## config.mk

```make
export PLATFORM = sky130hd
export DESIGN_NAME = dma_regbank
export DESIGN_NICKNAME = d
export VERILOG_FILES = /design/src/rtl/dmarb_pkg.sv /design/src/rtl/dmarb_decode.sv /design/src/rtl/dmarb_chan.sv /design/src/rtl/dmarb_glob.sv /design/src/rtl/dma_regbank.sv
export SDC_FILE = /design/constraint.sdc
export NUM_CORES = 2
export LEC_CHECK = 0
export BUFFER_PORTS_ARGS = -buffer_cell sky130_fd_sc_hd__buf_4
export CAP_MARGIN = 20
export CORE_AREA = 2 2 429 431
export DETAILED_ROUTE_END_ITERATION = 8
export DIE_AREA = 0 0 431 433
export GPL_TIMING_DRIVEN = 1
export PLACE_DENSITY_LB_ADDON = 0.15
export SYNTH_ARGS = -nofsm -noshare
export SYNTH_HDL_FRONTEND = slang
export SYNTH_SLANG_ARGS = --single-unit
```

## constraint.sdc

```tcl
create_clock -name clk -period 2.1 [get_ports clk]
set_input_delay 0.105 -clock clk [delete_from_list [all_inputs] [get_ports clk]]
set_output_delay 0.105 -clock clk [all_outputs]
set_load 0.01 [all_outputs]
```

## src/rtl/dmarb_pkg.sv

```systemverilog
package dmarb_pkg;
    localparam int unsigned DW    = 32;
    localparam int unsigned CFG_W = 8;

    // channel word bit positions
    localparam int unsigned B_EN       = 0;
    localparam int unsigned B_IE_CHUNK = 5;
    localparam int unsigned B_IE_DONE  = 6;
    localparam int unsigned B_IE_ERR   = 7;

    // global offsets
    localparam logic [2:0] G_CTRL = 3'd0;
    localparam logic [2:0] G_MSKA = 3'd1;
    localparam logic [2:0] G_MSKB = 3'd2;
    localparam logic [2:0] G_SRCA = 3'd3;
    localparam logic [2:0] G_SRCB = 3'd4;

    // channel window offsets
    localparam logic [2:0] R_CSR  = 3'd0;
    localparam logic [2:0] R_SMSK = 3'd3;
    localparam logic [2:0] R_DMSK = 3'd5;

    localparam logic [DW-1:0] MASK_RST = 32'hFFFF_FFFC;

    typedef enum logic { CH_IDLE, CH_ARMED } ch_state_e;
    typedef enum logic { RSP_IDLE, RSP_SEND } rsp_state_e;
endpackage

```

## src/rtl/dmarb_decode.sv

```systemverilog
module dmarb_decode
    import dmarb_pkg::*;
#(
    parameter int unsigned ADDR_W  = 6,
    parameter int unsigned NUM_CH  = 4,
    parameter int unsigned CH_BASE = 8,
    parameter int unsigned CH_WIN  = 8,
    parameter int unsigned CH_W    = 2
) (
    input  logic [ADDR_W-1:0] addr,
    output logic              glob_hit,
    output logic [2:0]        glob_sel,
    output logic              chan_hit,
    output logic [CH_W-1:0]   chan_idx,
    output logic [2:0]        reg_idx
);
    always_comb begin
        int unsigned a;
        int unsigned rel;
        int unsigned chn;
        int unsigned sub;
        a        = 32'(addr);
        rel      = (a >= CH_BASE) ? (a - CH_BASE) : 0;
        chn      = rel / CH_WIN;
        sub      = rel % CH_WIN;
        glob_hit = (a < CH_BASE) && (a <= 32'(G_SRCB));
        glob_sel = a[2:0];
        chan_hit = (a >= CH_BASE) && (chn < NUM_CH) && (sub < 8);
        chan_idx = CH_W'(chn);
        reg_idx  = sub[2:0];
    end
endmodule

```

## src/rtl/dmarb_chan.sv

```systemverilog
module dmarb_chan
    import dmarb_pkg::*;
(
    input  logic             clk,
    input  logic             rst_n,
    input  logic             wr_en,
    input  logic             rd_en,
    input  logic [2:0]       reg_idx,
    input  logic [DW-1:0]    wdata,
    input  logic             msk_bit,
    input  logic             ev_chunk,
    input  logic             ev_done,
    input  logic             ev_err,
    output logic [DW-1:0]    rd_word,
    output logic [CFG_W-1:0] ctrl,
    output logic             pend,
    output logic             fire,
    output logic             start,
    output logic             cancel
);
    ch_state_e          state_q, state_d;
    logic [CFG_W-1:1]   cfg_q;
    logic               done_q, err_q, fc_q, fd_q, fe_q;
    logic               done_d, err_d, fc_d, fd_d, fe_d;
    logic [DW-1:0]      regs_q [8];
    logic               wr_csr, rd_csr;
    logic               fire_c, fire_d, fire_e;
    logic [DW-1:0]      csr_word;

    assign wr_csr = wr_en && (reg_idx == R_CSR);
    assign rd_csr = rd_en && (reg_idx == R_CSR);

    assign fire_c = ev_chunk && cfg_q[B_IE_CHUNK] && msk_bit;
    assign fire_d = ev_done  && cfg_q[B_IE_DONE]  && msk_bit;
    assign fire_e = ev_err   && cfg_q[B_IE_ERR]   && msk_bit;
    assign fire   = fire_c || fire_d || fire_e;

    assign csr_word = {19'b0, fe_q, fd_q, fc_q, err_q, done_q, cfg_q,
                       (state_q == CH_ARMED)};
    assign ctrl     = csr_word[CFG_W-1:0];
    assign pend     = fc_q || fd_q || fe_q;
    assign rd_word  = (reg_idx == R_CSR) ? csr_word : regs_q[reg_idx];

    // enable state machine: next state
    always_comb begin
        state_d = state_q;
        unique case (state_q)
            CH_IDLE: begin
                if (wr_csr && wdata[B_EN]) state_d = CH_ARMED;
            end
            CH_ARMED: begin
                if (wr_csr) begin
                    if (!wdata[B_EN]) state_d = CH_IDLE;
                end else if (ev_done || ev_err) begin
                    state_d = CH_IDLE;
                end
            end
            default: state_d = CH_IDLE;
        endcase
    end

    always_ff @(posedge clk or negedge rst_n) begin
        if (!rst_n) state_q <= CH_IDLE;
        else        state_q <= state_d;
    end

    // pulse outputs
    always_ff @(posedge clk or negedge rst_n) begin
        if (!rst_n) begin
            start  <= 1'b0;
            cancel <= 1'b0;
        end else begin
            start  <= wr_csr && wdata[B_EN] && (state_q == CH_IDLE);
            cancel <= wr_csr && !wdata[B_EN];
        end
    end

    // status flags: read-clear first, events set after
    always_comb begin
        done_d = done_q;
        err_d  = err_q;
        fc_d   = fc_q;
        fd_d   = fd_q;
        fe_d   = fe_q;
        if (rd_csr) begin
            err_d = 1'b0;
            fc_d  = 1'b0;
            fd_d  = 1'b0;
            fe_d  = 1'b0;
        end
        if (ev_done) begin
            done_d = 1'b1;
            err_d  = 1'b0;
        end
        if (ev_err) err_d = 1'b1;
        if (fire_c) fc_d = 1'b1;
        if (fire_d) fd_d = 1'b1;
        if (fire_e) fe_d = 1'b1;
    end

    always_ff @(posedge clk or negedge rst_n) begin
        if (!rst_n) begin
            cfg_q  <= '0;
            done_q <= 1'b0;
            err_q  <= 1'b0;
            fc_q   <= 1'b0;
            fd_q   <= 1'b0;
            fe_q   <= 1'b0;
        end else begin
            if (wr_csr) cfg_q <= wdata[CFG_W-1:1];
            done_q <= done_d;
            err_q  <= err_d;
            fc_q   <= fc_d;
            fd_q   <= fd_d;
            fe_q   <= fe_d;
        end
    end

    always_ff @(posedge clk or negedge rst_n) begin
        if (!rst_n) begin
            for (int k = 0; k < 8; k++) begin
                regs_q[k] <= (3'(k) == R_SMSK || 3'(k) == R_DMSK) ? MASK_RST : '0;
            end
        end else if (wr_en && reg_idx != R_CSR) begin
            regs_q[reg_idx] <= wdata;
        end
    end


    rd_clear_chk: assert property (@(posedge clk) disable iff (!rst_n)
        (rd_csr && !ev_err && !fire) |=> (!err_q && !fc_q && !fd_q && !fe_q));

    start_armed_chk: assert property (@(posedge clk) disable iff (!rst_n)
        start |-> (state_q == CH_ARMED));

    cancel_idle_chk: assert property (@(posedge clk) disable iff (!rst_n)
        cancel |-> (state_q == CH_IDLE));

    csr_write_chk: assert property (@(posedge clk) disable iff (!rst_n)
        wr_csr |=> (ctrl == $past(wdata[CFG_W-1:0])));
endmodule

```

## src/rtl/dmarb_glob.sv

```systemverilog
module dmarb_glob
    import dmarb_pkg::*;
#(
    parameter int unsigned NUM_CH = 4
) (
    input  logic              clk,
    input  logic              rst_n,
    input  logic              wr_en,
    input  logic [2:0]        sel,
    input  logic [DW-1:0]     wdata,
    input  logic [NUM_CH-1:0] fire,
    input  logic [NUM_CH-1:0] pend,
    output logic [NUM_CH-1:0] msk_a_o,
    output logic [DW-1:0]     rd_word,
    output logic              irq
);
    logic [DW-1:0] msk_a_q, msk_b_q, src_a_q, src_b_q;
    logic [DW-1:0] hw_src;
    logic          hw_any;

    // highest firing channel wins
    always_comb begin
        hw_src = '0;
        hw_any = 1'b0;
        for (int c = 0; c < NUM_CH; c++) begin
            if (fire[c]) begin
                hw_src    = '0;
                hw_src[c] = 1'b1;
                hw_any    = 1'b1;
            end
        end
    end

    always_ff @(posedge clk or negedge rst_n) begin
        if (!rst_n) begin
            msk_a_q <= '0;
            msk_b_q <= '0;
            src_a_q <= '0;
            src_b_q <= '0;
        end else begin
            if (wr_en && sel == G_MSKA) msk_a_q <= wdata;
            if (wr_en && sel == G_MSKB) msk_b_q <= wdata;
            if (wr_en && sel == G_SRCB) src_b_q <= wdata;
            if (hw_any)                      src_a_q <= hw_src;
            else if (wr_en && sel == G_SRCA) src_a_q <= wdata;
        end
    end

    always_comb begin
        unique case (sel)
            G_MSKA:  rd_word = msk_a_q;
            G_MSKB:  rd_word = msk_b_q;
            G_SRCA:  rd_word = src_a_q;
            G_SRCB:  rd_word = src_b_q;
            default: rd_word = '0;
        endcase
    end

    assign msk_a_o = msk_a_q[NUM_CH-1:0];
    assign irq     = |(src_a_q[NUM_CH-1:0] & pend);


    irq_src_chk: assert property (@(posedge clk) disable iff (!rst_n)
        irq |-> (src_a_q != '0));

    src_onehot_chk: assert property (@(posedge clk) disable iff (!rst_n)
        (|fire) |=> ($countones(src_a_q) == 1));
endmodule

```

## src/rtl/dma_regbank.sv

```systemverilog
module dma_regbank
    import dmarb_pkg::*;
#(
    parameter int unsigned NUM_CH  = 4,
    parameter int unsigned ADDR_W  = 6,
    parameter int unsigned CH_BASE = 8,
    parameter int unsigned CH_WIN  = 8
) (
    input  logic                    clk,
    input  logic                    rst_n,
    input  logic                    bus_en,
    input  logic                    bus_we,
    input  logic [ADDR_W-1:0]       bus_addr,
    input  logic [31:0]             bus_wdata,
    output logic [31:0]             bus_rdata,
    output logic                    bus_rvalid,
    input  logic [NUM_CH-1:0]       ev_chunk,
    input  logic [NUM_CH-1:0]       ev_done,
    input  logic [NUM_CH-1:0]       ev_err,
    output logic [NUM_CH-1:0]       start_o,
    output logic [NUM_CH-1:0]       cancel_o,
    output logic [NUM_CH*CFG_W-1:0] ctrl_o,
    output logic                    irq
);
    localparam int unsigned CH_W = (NUM_CH > 1) ? $clog2(NUM_CH) : 1;

    logic              rd_req, wr_req;
    logic              glob_hit, chan_hit;
    logic [2:0]        glob_sel, reg_idx;
    logic [CH_W-1:0]   chan_idx;
    logic [DW-1:0]     glob_rd, rd_mux;
    logic [DW-1:0]     ch_rd [NUM_CH];
    logic [NUM_CH-1:0] msk_a, fire, pend;
    rsp_state_e        rsp_q, rsp_d;

    assign rd_req = bus_en && !bus_we;
    assign wr_req = bus_en && bus_we;

    dmarb_decode #(
        .ADDR_W (ADDR_W), .NUM_CH (NUM_CH), .CH_BASE (CH_BASE),
        .CH_WIN (CH_WIN), .CH_W (CH_W)
    ) u_dec (
        .addr     (bus_addr),
        .glob_hit (glob_hit),
        .glob_sel (glob_sel),
        .chan_hit (chan_hit),
        .chan_idx (chan_idx),
        .reg_idx  (reg_idx)
    );

    dmarb_glob #(.NUM_CH (NUM_CH)) u_glob (
        .clk     (clk),
        .rst_n   (rst_n),
        .wr_en   (wr_req && glob_hit),
        .sel     (glob_sel),
        .wdata   (bus_wdata),
        .fire    (fire),
        .pend    (pend),
        .msk_a_o (msk_a),
        .rd_word (glob_rd),
        .irq     (irq)
    );

    for (genvar c = 0; c < NUM_CH; c++) begin : g_ch
        logic sel_c;
        assign sel_c = chan_hit && (chan_idx == CH_W'(c));
        dmarb_chan u_ch (
            .clk      (clk),
            .rst_n    (rst_n),
            .wr_en    (wr_req && sel_c),
            .rd_en    (rd_req && sel_c),
            .reg_idx  (reg_idx),
            .wdata    (bus_wdata),
            .msk_bit  (msk_a[c]),
            .ev_chunk (ev_chunk[c]),
            .ev_done  (ev_done[c]),
            .ev_err   (ev_err[c]),
            .rd_word  (ch_rd[c]),
            .ctrl     (ctrl_o[c*CFG_W +: CFG_W]),
            .pend     (pend[c]),
            .fire     (fire[c]),
            .start    (start_o[c]),
            .cancel   (cancel_o[c])
        );
    end

    always_comb begin
        rd_mux = '0;
        if (glob_hit)      rd_mux = glob_rd;
        else if (chan_hit) rd_mux = ch_rd[chan_idx];
    end

    // response state machine
    always_comb begin
        rsp_d = RSP_IDLE;
        unique case (rsp_q)
            RSP_IDLE: if (rd_req) rsp_d = RSP_SEND;
            RSP_SEND: if (rd_req) rsp_d = RSP_SEND;
            default:  rsp_d = RSP_IDLE;
        endcase
    end

    always_ff @(posedge clk or negedge rst_n) begin
        if (!rst_n) rsp_q <= RSP_IDLE;
        else        rsp_q <= rsp_d;
    end

    always_ff @(posedge clk or negedge rst_n) begin
        if (!rst_n)      bus_rdata <= '0;
        else if (rd_req) bus_rdata <= rd_mux;
    end

    assign bus_rvalid = (rsp_q == RSP_SEND);


    rvalid_due_chk: assert property (@(posedge clk) disable iff (!rst_n)
        rd_req |=> bus_rvalid);

    rvalid_quiet_chk: assert property (@(posedge clk) disable iff (!rst_n)
        !rd_req |=> !bus_rvalid);

    undef_zero_chk: assert property (@(posedge clk) disable iff (!rst_n)
        (rd_req && !glob_hit && !chan_hit) |=> (bus_rdata == '0));
endmodule

```

; ---- Word level (Yosys, flattened, before mapping)
; Cells that the tools add are included.
[op_classes]
add_sub_neg = 1
order_cmp = 8
n_eq_ne = 7
n_mux = 81
n_bitwise = 7
n_reduce_logical = 114
[ops]
columns = op, n
row1 = $bwmux W256, 4
row2 = $mux W32, 23
row3 = $bmux W32 S3, 4
row4 = $pmux W32 S4, 1
row5 = $demux W32 S3, 1
row6 = $logic_and A1 B1 Y1, 71
row7 = $bmux W32 S2, 1
row8 = $mux W1, 43
row9 = $lt A29 B3 Y1 const B, 1
row10 = $reduce_bool A2 Y1, 13
row11 = $logic_or A1 B1 Y1, 20
row12 = $reduce_bool A3 Y1, 5
row13 = $pmux W1 S2, 4
row14 = $sub A6 B4 Y7 const B, 1
row15 = $eq A3 B2 Y1 const B, 2
row16 = $ge A6 B4 Y1 const B, 1
row17 = $le A6 B3 Y1 const B, 1
row18 = $lt A6 B4 Y1 const B, 1
row19 = $and A4 B4 Y4, 1
row20 = $eq A2 B2 Y1 const B, 2
row21 = $ge A4 B4 Y1 const B, 1
row22 = $lt A3 B4 Y1 const B, 1
row23 = $lt A4 B1 Y1 const B, 1
row24 = $not A1 Y1, 4
row25 = other kinds (10), 11
[totals]
regBits = 1245
in_bits = 54
output_inout_bits = 74
word_cells = 292

; ---- Logic depth before layout (Yosys ltp)
[depth]
depth_word = 12
mapped_depth = 14
ltp_nobuf = 8

; ---- Cells and area by module
; From an unflattened synthesis, not the netlist that was laid out.
[unflattened]
cells_unflattened = 3444
area_unflattened_um2 = 52795.6
[by_module_without_submodules]
columns = module, n_inst, cells_each, area_each_um2, seq_area_each_um2
row1 = dmarb_chan, 4, 687, 11044.3, 6055.8
row2 = dmarb_glob, 1, 474, 5984.5, 3203.1
row3 = dma_regbank, 1, 201, 2482.4, 825.8
row4 = dmarb_decode, 1, 21, 151.4, 0.0

; ---- Worst setup path after synthesis
; Ideal clock, no wire load.
[synth_timing]
path_kind = in2reg
startpoint = input port bus_addr[3]
endpoint = register g_ch[1].u_ch.regs_q[4] (netlist name)
setup_ns = 0.125
arrival_time_ns = 2.428
required_time_ns = 1.975
setup_slack_ns = -0.453
cell_stages = 10
n_path_buf = 3
path_cell_list = buf_2 inv_1 ha_1 ha_1 buf_4 nor3b_2 nand3_1 nor4_2 buf_2 mux2_2
[synth_between]
elab_chain_len = 8
elab_cells_between_ends = 19
classes_between = add/sub: 1 / order compare: 5 / eq/ne: 1 / mux: 4 / bitwise: 1 / reduce/logical: 7
[synth_lines]
columns = item, line_no
row1 = from (decl), dma_regbank.sv:13  ; input logic [ADDR_W-1:0] bus_addr,
row2 = $sub A6 B4 Y7 or $ge A6 B4 Y1 (tied branches), "dmarb_decode.sv:23, dmarb_decode.sv:28"
row3 = $mux W32, dmarb_decode.sv:23  ; rel = (a >= CH_BASE) ? (a - CH_BASE) : 0;
row4 = $lt A29 B3 Y1 or $not A3 Y4 (tied branches), "dmarb_decode.sv:28, dmarb_chan.sv:125"
row5 = "$logic_and A1 B1 Y1, or another cell as far along", dmarb_decode.sv:28  ; chan_hit = (a >= CH_BASE) && (chn < NUM_CH) && (sub < 8);
row6 = $logic_and A1 B1 Y1 (on tied branches), "dmarb_decode.sv:28, dmarb_chan.sv:125"
row7 = $logic_and A1 B1 Y1 or $mux W32 (tied branches), "dma_regbank.sv:66, dmarb_chan.sv:125"
row8 = $logic_and A1 B1 Y1 or $demux W32 S3 (tied branches), "dma_regbank.sv:70, dmarb_chan.sv:125"
row9 = $logic_and A1 B1 Y1 or $bwmux W256 (tied branches), "dmarb_chan.sv:124, dmarb_chan.sv:125"
row10 = "to (signal, indexed assignment)", dmarb_chan.sv:122  ; regs_q[k] <= (3'(k) == R_SMSK || 3'(k) == R_DMSK) ? MASK_RST : '0;
row11 = "to (signal, indexed assignment)", dmarb_chan.sv:125  ; regs_q[reg_idx] <= wdata;
row12 = to (decl), dmarb_chan.sv:25  ; logic [DW-1:0] regs_q [8];
; Several ways; a longest one is shown, not always the timed one.
; A chain may end at the register's enable or synchronous reset.

; ---- Worst setup path after layout
[layout_timing]
startpoint = register g_ch[2].u_ch.fc_q
endpoint = output port irq
[layout_between]
elab_chain_len = 4
[layout_lines]
columns = item, line_no
row1 = from (decl), dmarb_chan.sv:23  ; logic done_q, err_q, fc_q, fd_q, fe_q;
row2 = from (signal assigned), dmarb_chan.sv:106  ; fc_q <= 1'b0;
row3 = from (signal assigned), dmarb_chan.sv:113  ; fc_q <= fc_d;
row4 = $logic_or A1 B1 Y1 (2 in series), dmarb_chan.sv:41  ; assign pend = fc_q || fd_q || fe_q;
row5 = $and A4 B4 Y4, dmarb_glob.sv:60  ; assign irq = |(src_a_q[NUM_CH-1:0] & pend);
row6 = $reduce_or A4 Y1, dmarb_glob.sv:60
row7 = to (decl), dma_regbank.sv:23  ; output logic irq
; Every way passes these cells.

==> out/metrics.yaml <==
run_status:
  run_status: "finished, final reports clean"
synthesis:
  synth_edf_count: 0
  synth_top_area_share_pct: 43.3
  ys_ff_latch: 1180
  yosysMostFrequentCell: "mux2_2"
  ys_types: 79
  synth-xor-area-share_pct: 0
  ys_seq_area_share_pct: 54.9
  synth-compound-area-share_pct: 9.28
  synthArstFlopShare_pct: 100
  synthTopCellsByCount: "1030 x mux2_2, 940 x dfrtp_1, 304 x mux2i_1"
  synthAdderAreaFrac_pct: 0.0461
  synth_top_family_by_area: "multiplexers"
  synth_area_leaders: "dfrtp_1 43%, mux2_2 21%, dfstp_2 12%, mux2i_1 5.6%, clkbuf_1 1.7%"
  muxShareOfSynthArea_pct: 27.8
  synth_simple_gate_area_share_pct: 3.93
  synth_cells: 4180
  synth_top_cell_by_area: "dfrtp_1"
  synth_area_um2: 54300
  avgSynthCellArea_um2: 13.0
  synthFlopType: "dfrtp_1"
  yosysWarnings: 0
  syn-num-nets: 4236
sta:
  min_period_ps: 2040
  max_freq_mhz: 491
  worst_pin_slew_ps: 1100
  fin_worst_skew_ps: 29.9
  drv_slew: 0
  holdWs_ps: 121
  fin_ws_ps: 62.8
  relSlewSlack_pct: 26.4
  rsz0062_at_grt: "true"
  period_share_pct: 97.0
  setup_violations: 0
  hold_viol: 0
routing:
  routed_wl_um: 210000
  viasPerCell: 5.27
  vias: 37233
  ant_nets: 0
  wl_per_cell_um: 29.8
  dr.first_iter.drc_count: 2799
  dr.pass1.iters: 6
  drc_errors: 0
placement:
  hpwl_um: 143000
  io_buffers: 127
  pre_cts_ws_ps: -591
  globalplace.congestion: 0.842
run:
  cap_violations: 0
floorplan:
  die_area_um2: 187000
  pin_count: 128
  initial_core_util_pct: 29.8
  fp.coreArea_um2: 182000
  die_w_um: 431
  fp-row-count: 157
  die_h_um: 433
min_path:
  hold_path.class: "input pin to async pin"
grt:
  grt_max_degree: 77
  grt_pass1_vias: 38662
  grtUsageMet3_pct: 2.85
  grt-ovfl-total: 0
  antenna_found_initial: 3
  use_met2_pct: 37.0
  grt_pass1_wl_um: 300000
  grt.met1_usage_pct: 31.3
  top_usage_layer: "met2"
  grt_util_all_layers_pct: 22.4
power_and_ir_drop:
  p_per_area_nw_per_um2: 841
  leakagePower_nw: 31.6
  ir_drop_uv: 649
critical_path:
  cp-startpoint: "g_ch[2].u_ch.fc_q"
  r2r_cells: 6
  r2r-start: "g_ch[3].u_ch.regs_q[151]"
  required_ps: 2000
  startpoint_type: "register"
  end_kind: "output port"
  crit_type: "register to output port"
  rrSetupSlack_ps: 80
  critPathMaxFanout: 2
  crit_arrival_ps: 1930
cts:
  cts-buffers-inserted: 141
  cts.sinks: 1180
  cts.clk_slew.worst_paths_ps: 60
  h-tree-depth: 4
  cts_tree: "yes"
  cts.path.max_buffers: 3
  clk_latency_ps: 790
  cts_root_buf: "clkbuf_16"
cells_and_area:
  drive_gt1_share_pct: 48.6
  finalNetCount: 4613
  syn_to_final_growth_pct: 24.2
-- where the power goes --
| group | total (mW) | switching (mW) | internal, mW |
|---|---|---|---|
| registers | 25.4 | 0.930 | 24.5 |
| logic | 6.87 | 3.78 | 3.09 |
| clock network | 24.4 | 10.3 | 14.1 |
| total | 56.7 | 15.0 | 41.6 |
-- sequential cells by signal, indices dropped and copies added, names as in the netlist --
| signal | cells |
|---|---|
| u_glob.src_b_q | 32 |
| g_ch.u_ch.cfg_q | 28 |
| u_glob.msk_a_q | 32 |
| g_ch.u_ch.done_q | 4 |
| g_ch.u_ch.cancel | 4 |
| g_ch.u_ch.regs_q | 959 |
| g_ch.u_ch.fc_q | 4 |
| bus_rvalid | 1 |
| bus_rdata | 32 |
| g_ch.u_ch.fd_q | 4 |
| g_ch.u_ch.fe_q | 4 |
| u_glob.msk_b_q | 32 |
| g_ch.u_ch.state_q | 4 |
| g_ch.u_ch.err_q | 4 |
| u_glob.src_a_q | 32 |
| g_ch.u_ch.start | 4 |
-- metrics by stage --
step	instance area, um^2	total power, mW	util, %	setup TNS, ps	std cells
after floorplan	54600	28.9	-	-14950	4180
after global placement	62200	32.5	34.2	-294280	6745
after detailed placement	62200	32.6	34.2	-275510	6745
after CTS	67400	57.4	37.0	-17.9	7056
after global routing	67400	58.9	37.0	-14.7	7058
final	67400	56.7	37.0	0	7060
-- metal layers --
metal	wire length, um	vias to the layer above	share of wire, %
met5	0	-	0
met1	97600	20031	46
li1	-	16098	-
met4	4530	0	2.2
met3	8160	230	3.9
met2	99700	874	47
-- worst max-delay path, cell delays in order, from the launching register on --
cell,delay [ps]
dfrtp_2,420
o31ai_4,290
nand4_1,220
buf_4,210
-- cell families after synthesis --
kind of cell | Yosys count
compound gates | 715
fa+ha+maj | 2
buf+inv | 485
flops | 1180
mux | 1356
simple gates | 442
-- final timing paths --
check                                            to
setup / recovery                                irq
hold / removal              g_ch[0].u_ch.regs_q[70]
setup reg to reg                      bus_rdata[23]
hold reg to reg            g_ch[0].u_ch.regs_q[244]
max in group asynchronous  g_ch[3].u_ch.regs_q[185]
min in group clk                 g_ch[2].u_ch.start
-- cells in the final DEF, fill, tap and decap left out, types with 56 or more instances in the layout --
master     count
a21oi_1      167
a221oi_1      80
a22oi_1      117
buf_12       145
buf_4        504
clkbuf_16    144
dfrtp_1      933
dfstp_2      240
mux2_2      1030
mux2i_1      304
nand2_1      153
nor2_1       105
o21ai_0       73
o22ai_1       56
-- area by class of cell --
type                            instances  area (um^2)
Inverter                               18         75.1
Tap cell                             2385         2980
Sequential cell                      1180        29800
Antenna cell                            2         5.00
Multi-Input combinational cell       2515        22700
Clock buffer                          226         4250
Fill cell                           17595       115000
Clock inverter                         33          317
Timing Repair Buffer                  701         7220
-- what timing repair did --
item,CTS,global route
gates resized for setup,11,4
setup endpoints to repair,1,34
setup buffers,2,2
pin swaps,3,3
hold buffers,50,0
hold endpoints to repair,2050,0
(Power assumes the default switching activity.)
